`config.mk`:
```
export PLATFORM = sky130hd
export DESIGN_NAME = pirq_steer
export DESIGN_NICKNAME = d
export VERILOG_FILES = /design/src/rtl/pirq_steer_pkg.sv /design/src/rtl/pirq_route_regs.sv /design/src/rtl/pirq_level_matrix.sv /design/src/rtl/pirq_route_query.sv /design/src/rtl/pirq_swizzle.sv /design/src/rtl/pirq_steer.sv
export SDC_FILE = /design/constraint.sdc
export NUM_CORES = 1
export LEC_CHECK = 0
export BUFFER_PORTS_ARGS = -buffer_cell sky130_fd_sc_hd__buf_2
export CAP_MARGIN = 10
export CORE_MARGIN = 2
export CORE_UTILIZATION = 33
export DETAILED_ROUTE_END_ITERATION = 7
export PLACE_DENSITY_LB_ADDON = 0.1
export SLEW_MARGIN = 25
export SYNTH_ARGS = -nofsm -noshare
export SYNTH_HDL_FRONTEND = slang
export SYNTH_SLANG_ARGS = --single-unit
```
`constraint.sdc`:
```
create_clock -name clk -period 2.4 [get_ports clk]
set_input_delay 0.48 -clock clk [delete_from_list [all_inputs] [get_ports clk]]
set_output_delay 0.48 -clock clk [all_outputs]
set_load 0.1 [all_outputs]
```
`src/rtl/pirq_steer_pkg.sv`:
```
package pirq_steer_pkg;
  localparam int ROUTE_W = 8;
  typedef logic [ROUTE_W-1:0] route_t;
endpackage

```
`src/rtl/pirq_route_regs.sv`:
```
module pirq_route_regs
  import pirq_steer_pkg::*;
#(
  parameter int NUM_LINES = 4,
  parameter int ADDR_W = 8,
  parameter logic [ADDR_W-1:0] BASE = 8'h60,
  parameter route_t RESET_VAL = 8'h80
) (
  input  logic clk,
  input  logic rst,
  input  logic we,
  input  logic [ADDR_W-1:0] addr,
  input  route_t wdata,
  output logic [NUM_LINES-1:0][ROUTE_W-1:0] route_q,
  output logic [NUM_LINES-1:0][ROUTE_W-1:0] route_nx,
  output route_t rdata
);
  localparam int IDX_W = (NUM_LINES > 1) ? $clog2(NUM_LINES) : 1;
  localparam logic [ADDR_W-1:0] SPAN = ADDR_W'(NUM_LINES);

  logic [ADDR_W-1:0] offs;
  logic in_rng;

  assign offs = addr - BASE;
  assign in_rng = (addr >= BASE) && (offs < SPAN);

  for (genvar i = 0; i < NUM_LINES; i++) begin : g_reg
    logic hit;
    assign hit = we && (addr == BASE + ADDR_W'(i));
    assign route_nx[i] = hit ? wdata : route_q[i];

    always_ff @(posedge clk) begin
      if (rst) route_q[i] <= RESET_VAL;
      else     route_q[i] <= route_nx[i];
    end

    // a write to this line's offset lands in its register
    assert_route_store_R2: assert property (@(posedge clk) disable iff (rst)
      (we && addr == BASE + ADDR_W'(i)) |=> (route_q[i] == $past(wdata)));
  end

  always_ff @(posedge clk) begin
    if (rst)         rdata <= '0;
    else if (in_rng) rdata <= route_q[offs[IDX_W-1:0]];
    else             rdata <= '0;
  end

  // writes outside the window leave every register alone
  assert_stray_write_R3: assert property (@(posedge clk) disable iff (rst)
    (we && !in_rng) |=> $stable(route_q));
endmodule

```
`src/rtl/pirq_level_matrix.sv`:
```
module pirq_level_matrix
  import pirq_steer_pkg::*;
#(
  parameter int NUM_LINES = 4,
  parameter int NUM_OUTS = 16
) (
  input  logic clk,
  input  logic rst,
  input  logic [NUM_LINES-1:0] line_in,
  input  logic [NUM_LINES-1:0][ROUTE_W-1:0] routes,
  output logic [NUM_OUTS-1:0] irq_out
);
  localparam int VEC_W = NUM_LINES * NUM_OUTS;
  localparam int OUT_W = $clog2(NUM_OUTS);
  localparam route_t LIMIT = ROUTE_W'(NUM_OUTS);

  logic [VEC_W-1:0] level_d, level_q;
  logic [NUM_LINES-1:0][NUM_OUTS-1:0] col;

  for (genvar o = 0; o < NUM_OUTS; o++) begin : g_out
    for (genvar p = 0; p < NUM_LINES; p++) begin : g_line
      assign level_d[o*NUM_LINES + p] = line_in[p] && (routes[p] < LIMIT)
                                        && (routes[p][OUT_W-1:0] == OUT_W'(o));
      assign col[p][o] = level_q[o*NUM_LINES + p];
    end
    assign irq_out[o] = |level_q[o*NUM_LINES +: NUM_LINES];
  end

  always_ff @(posedge clk) begin
    if (rst) level_q <= '0;
    else     level_q <= level_d;
  end

  for (genvar p = 0; p < NUM_LINES; p++) begin : g_chk
    // one line never reaches two outputs
    assert_single_target_R4: assert property (@(posedge clk) disable iff (rst)
      $onehot0(col[p]));
    // a low or parked line leaves no trace in the matrix
    assert_parked_silent_R5: assert property (@(posedge clk) disable iff (rst)
      (!line_in[p] || routes[p] >= LIMIT) |=> (col[p] == '0));
  end

  // with every line low, all outputs fall on the next edge
  assert_all_low_R6: assert property (@(posedge clk) disable iff (rst)
    (line_in == '0) |=> (irq_out == '0));
endmodule

```
`src/rtl/pirq_route_query.sv`:
```
module pirq_route_query
  import pirq_steer_pkg::*;
#(
  parameter int NUM_LINES = 4,
  parameter int NUM_OUTS = 16
) (
  input  logic clk,
  input  logic rst,
  input  logic [NUM_LINES-1:0][ROUTE_W-1:0] routes,
  input  logic [$clog2(NUM_LINES)-1:0] pin,
  output logic en,
  output logic [$clog2(NUM_OUTS):0] num
);
  localparam int OUT_W = $clog2(NUM_OUTS);
  localparam route_t LIMIT = ROUTE_W'(NUM_OUTS);

  route_t sel;
  assign sel = routes[pin];

  always_ff @(posedge clk) begin
    if (rst) begin
      en  <= 1'b0;
      num <= '1;
    end else if (sel < LIMIT) begin
      en  <= 1'b1;
      num <= {1'b0, sel[OUT_W-1:0]};
    end else begin
      en  <= 1'b0;
      num <= '1;
    end
  end

  // a parked pin is reported as disabled with the invalid code
  assert_query_parked_R8: assert property (@(posedge clk) disable iff (rst)
    (routes[pin] >= LIMIT) |=> (!en && num == '1));
endmodule

```
`src/rtl/pirq_swizzle.sv`:
```
module pirq_swizzle #(
  parameter int LINE_W = 2,
  parameter int DEV_W = 5
) (
  input  logic clk,
  input  logic rst,
  input  logic [DEV_W-1:0] dev,
  input  logic [LINE_W-1:0] pin,
  output logic [LINE_W-1:0] line
);
  always_ff @(posedge clk) begin
    if (rst) line <= '0;
    else     line <= pin + dev[LINE_W-1:0] - LINE_W'(1);
  end

  // device 1 (mod 4) leaves the pin index unchanged
  assert_swizzle_identity_R9: assert property (@(posedge clk) disable iff (rst)
    (dev[LINE_W-1:0] == LINE_W'(1)) |=> (line == $past(pin)));
endmodule

```
`src/rtl/pirq_steer.sv`:
```
module pirq_steer
  import pirq_steer_pkg::*;
#(
  parameter int NUM_LINES = 4,
  parameter int NUM_OUTS = 16,
  parameter int ADDR_W = 8,
  parameter logic [ADDR_W-1:0] ROUTE_BASE = 8'h60,
  parameter int DEV_W = 5
) (
  input  logic clk,
  input  logic rst,
  input  logic cfg_we,
  input  logic [ADDR_W-1:0] cfg_addr,
  input  logic [ROUTE_W-1:0] cfg_wdata,
  output logic [ROUTE_W-1:0] cfg_rdata,
  input  logic [NUM_LINES-1:0] line_in,
  output logic [NUM_OUTS-1:0] irq_out,
  input  logic [$clog2(NUM_LINES)-1:0] qry_pin,
  output logic qry_en,
  output logic [$clog2(NUM_OUTS):0] qry_num,
  input  logic [DEV_W-1:0] swz_dev,
  input  logic [$clog2(NUM_LINES)-1:0] swz_pin,
  output logic [$clog2(NUM_LINES)-1:0] swz_line
);
  localparam int LINE_W = $clog2(NUM_LINES);

  logic [NUM_LINES-1:0][ROUTE_W-1:0] route_q, route_nx;

  pirq_route_regs #(
    .NUM_LINES(NUM_LINES), .ADDR_W(ADDR_W), .BASE(ROUTE_BASE), .RESET_VAL(8'h80)
  ) u_regs (
    .clk(clk), .rst(rst), .we(cfg_we), .addr(cfg_addr), .wdata(cfg_wdata),
    .route_q(route_q), .route_nx(route_nx), .rdata(cfg_rdata)
  );

  pirq_level_matrix #(.NUM_LINES(NUM_LINES), .NUM_OUTS(NUM_OUTS)) u_matrix (
    .clk(clk), .rst(rst), .line_in(line_in), .routes(route_nx), .irq_out(irq_out)
  );

  pirq_route_query #(.NUM_LINES(NUM_LINES), .NUM_OUTS(NUM_OUTS)) u_query (
    .clk(clk), .rst(rst), .routes(route_q), .pin(qry_pin),
    .en(qry_en), .num(qry_num)
  );

  pirq_swizzle #(.LINE_W(LINE_W), .DEV_W(DEV_W)) u_swz (
    .clk(clk), .rst(rst), .dev(swz_dev), .pin(swz_pin), .line(swz_line)
  );

  // the first cycle out of reset shows no interrupt activity
  assert_reset_quiet_R1: assert property (@(posedge clk)
    $past(rst) |-> (irq_out == '0 && !qry_en));
endmodule

```
==> summary.md <==
| Metric | Value |
|---|---|
| Period minus WS final | `between 2 and 2.5 ns` |
| Area of the mapped netlist | `a little under 5000 um^2` |
| P_leak | `2.361 nW` |
| Core Area | `between 10000 and 15000 um^2` |
| Worst-path fanout max | `5` |
| Post-synth top cells | `dfxtp_1, nor2_1, mux2i_1, nand2_1, nor4_1` |
| Slew Limit Fails | `0` |
| FFs w/ async S/R, synth | `0%` |
| Final Setup Violations | `0` |
| Relative slew slack | `between 60% and 70%` |
| Largest net degree at the start of global routing | `24` |
| Via density | `5.385` |
| Core Rows | `44` |
| Wire per inst | `19.27 um` |
| Fin util | `a little over two fifths` |
| R2r endpoint | `u_matrix.level_q[44]` |
| Synthesis-stage register bit count | `~110` |
| Peak Freq | `0.4463 GHz` |
| Vias in the first global route | `around 4200` |
| Die Width | `around 130 um` |
| Clk_lat worst skew | `~0.36 ns` |
| Tot GR Track Use | `between 10% and 20%` |
| H-Tree Depth | `3` |
| CTS tree | `yes` |
| Synthesized Nets | `~530` |
| GP Congestion | `between 0.8 and 0.9` |
| Synth warn | `0` |
| Ranking of synthesized cells by area | `dfxtp_1, mux2i_1, mux4_2` |
| Most frequent cell after synthesis | `dfxtp_1` |
| First-pass DRT Iterations | `5` |
| Clock skew | `0.006484 ns` |
| Tightest Pin Transition | `just under 0.6 ns` |
| Initial antenna violation count | `0` |
| Antenna diodes | `0` |
| Power per Cell Area | `597.8 nW/um^2` |
| RSZ-0062 raised after global routing | `no` |
| Clock transition at path regs | `0.08 ns` |
| Tcrit/Tclk final | `between 90% and 100%` |
| Prevailing post-synth register cell | `dfxtp_1` |
| Count of cell types in the netlist | `56` |
| NumNets Final | `634` |
| DIE AREA | `15780 um^2` |
| Count of input and output buffers | `60` |
| 1st-iter DRT viols | `248` |
| Setup crit end kind | `flop` |
| Number of synthesized flops with an enable pin | `0` |
| Startpoint types | `input pin` |
| First-pass GRT wire length | `~24000 um` |
| Status | `finished, final reports clean` |
| Top cell type's share of synthesized area | `45.95%` |
| Post-Synthesis Cells | `500` |
| Non-Filler Instances | `789` |
| Critical path class | `in2reg` |
| Longest Clk Path Bufs | `2` |
| Sequential area share after synthesis | `between 40 and 50%` |
| Vias | `4249` |
| R2r setup slk | `around 0.35 ns` |
| Sink Count | `~110` |
| # Post-CTS Setup Buffers | `0` |
| Max-cap violations | `0` |
| Clk root buf | `clkbuf_16` |
| Synthesis-to-finish area growth | `23.56%` |
| Share of layout cells above drive strength 1 | `between 20 and 30%` |
| RR Startpoint | `u_regs.route_q[6]` |
| Worst setup path end | `u_matrix.level_q[44]` |
| TritonCTS Buffers | `9` |
| VDD IR-drop max | `around 0.40 mV` |
| Initial Utilization | `between 30% and 40%` |
| WP data arrival | `about 2.5 ns` |
| Die H | `around 130 um` |
| Post-Syn Area per Cell | `between 9 and 10 um^2` |
| Post-detail-place hpwl | `between 10000 and 15000 um` |
| Final Hold Fails | `0` |
| Number of remaining DRC errors | `0` |
| # IOs | `between 60 and 70` |
| Area leader, netlist | `dfxtp_1` |
| Sum Neg Setup Slack | `0 ns` |
| Worst hold-check path type | `in2reg` |
| GR Overflow Total | `0` |
| DP Cell Count | `slightly below 800` |
| Worst Path Required | `roughly 2.6 ns` |
| Worst r2r path cells | `4` |
| ANT nets after route | `0` |
| Post-Route WL | `~15000 um` |
| Worst Setup SP | `cfg_addr[4]` |
==> through the flow <==
step	cell area (um^2)	hold slack [ns]	setup WS [ns]	total power, mW
after global placement	5738	0.4743	-0.3259	2.158
after global routing	6030	0.3889	0.05604	3.724
after CTS	6028	0.3602	0.03768	3.637
final	6030	0.3664	0.1592	3.604
after detailed placement	5738	0.4741	-0.2948	2.162
after floorplan	4880	0.4440	0.01331	2.057
==> cells in the final DEF, fill, tap and decap left out, types with 4 or more instances in the layout <==
cell type	netlist	layout
dfxtp_1	112	112
buf_2	9	60
buf_4	1	60
nor2_1	50	50
nand2_1	33	33
mux2i_1	33	33
nor4_1	29	29
nor2b_1	24	24
a21oi_1	23	23
or4_1	19	19
nand3_1	15	15
nor3_1	13	13
mux4_2	12	12
nand2b_1	11	11
clkbuf_16	0	9
or3_1	7	7
nand3b_1	7	7
inv_1	6	6
mux2_2	6	6
nor3b_1	5	5
nand4_1	4	4
and4_1	4	4
a31oi_1	4	4
==> area by class of cell <==
type | instances | area [um^2]
fillers | 1438 | 8449
clock buffers | 11 | 242.7
multi-input cells | 349 | 2470
flip-flops and latches | 112 | 2242
clock inverters | 5 | 47.55
repair buffers | 121 | 770.7
inverters | 7 | 26.28
well taps | 184 | 230.2
==> flip-flops by register name (all words and copies together) (netlist names) <==
signal / count
u_regs.route_q: 32
u_swz.line: 2
u_matrix.level_q: 64
u_regs.rdata: 8
u_query.en: 1
u_query.num: 5
==> what timing repair did <==
item / CTS / global route
setup endpoints to repair: 0 / 1
gates resized for setup: 0 / 1
endpoints found under the hold margin: 0 / 0
hold buffers: 0 / 0
==> worst max-delay path: stages <==
cell and delay (ns):
buf_2 0.10, or4b_1 0.57, buf_4 0.20, nor3_2 0.20
mux2_2 0.40, a2111oi_1 0.49
==> kinds of logic (layout without fill, tap and decap cells) <==
| family | count (synthesis) | count (layout) | synth area share [%] |
|---|---|---|---|
| buf+inv | 39 | 144 | 3.461 |
| flops | 112 | 112 | 45.95 |
| simple gates | 239 | 239 | 28.15 |
| xor+xnor | 2 | 2 | 0.3590 |
| mux | 54 | 54 | 14.59 |
| compound gates | 52 | 52 | 6.974 |
| fa+ha+maj | 2 | 2 | 0.5127 |
==> power breakdown <==
group	total [mW]	switching, mW	leakage, nW	internal (mW)
clock network	1.49	0.732	0.140	0.755
logic	0.251	0.172	1.32	0.0795
registers	1.87	0.00272	0.904	1.86
==> per-layer routing <==
| metal | vias up | wire length, um | share of wire (%) | global-route usage, % |
|---|---|---|---|---|
| met5 | - | 0 | 0 | 0 |
| li1 | 2029 | - | - | - |
| met4 | 0 | 223 | 1.5 | 5.686 |
| met3 | 17 | 743 | 4.9 | 4.407 |
| met1 | 2095 | 7308 | 48 | 27.42 |
| met2 | 108 | 6926 | 46 | 30.94 |
==> worst min-delay path by stage <==
stage	slack [ns]	startpoint	depth (start not counted)	end
final	0.37	swz_dev[1]	3	u_swz.line[1]
after global placement	0.47	u_regs.route_q[12]	2	u_regs.route_q[12]
after floorplan	0.44	u_regs.route_q[31]	1	u_regs.route_q[31]
after global routing	0.39	swz_dev[1]	3	u_swz.line[1]
after CTS	0.36	swz_dev[1]	3	u_swz.line[1]
after detailed placement	0.47	u_regs.route_q[31]	1	u_regs.route_q[31]
Power figures use the tool's default switching activity.
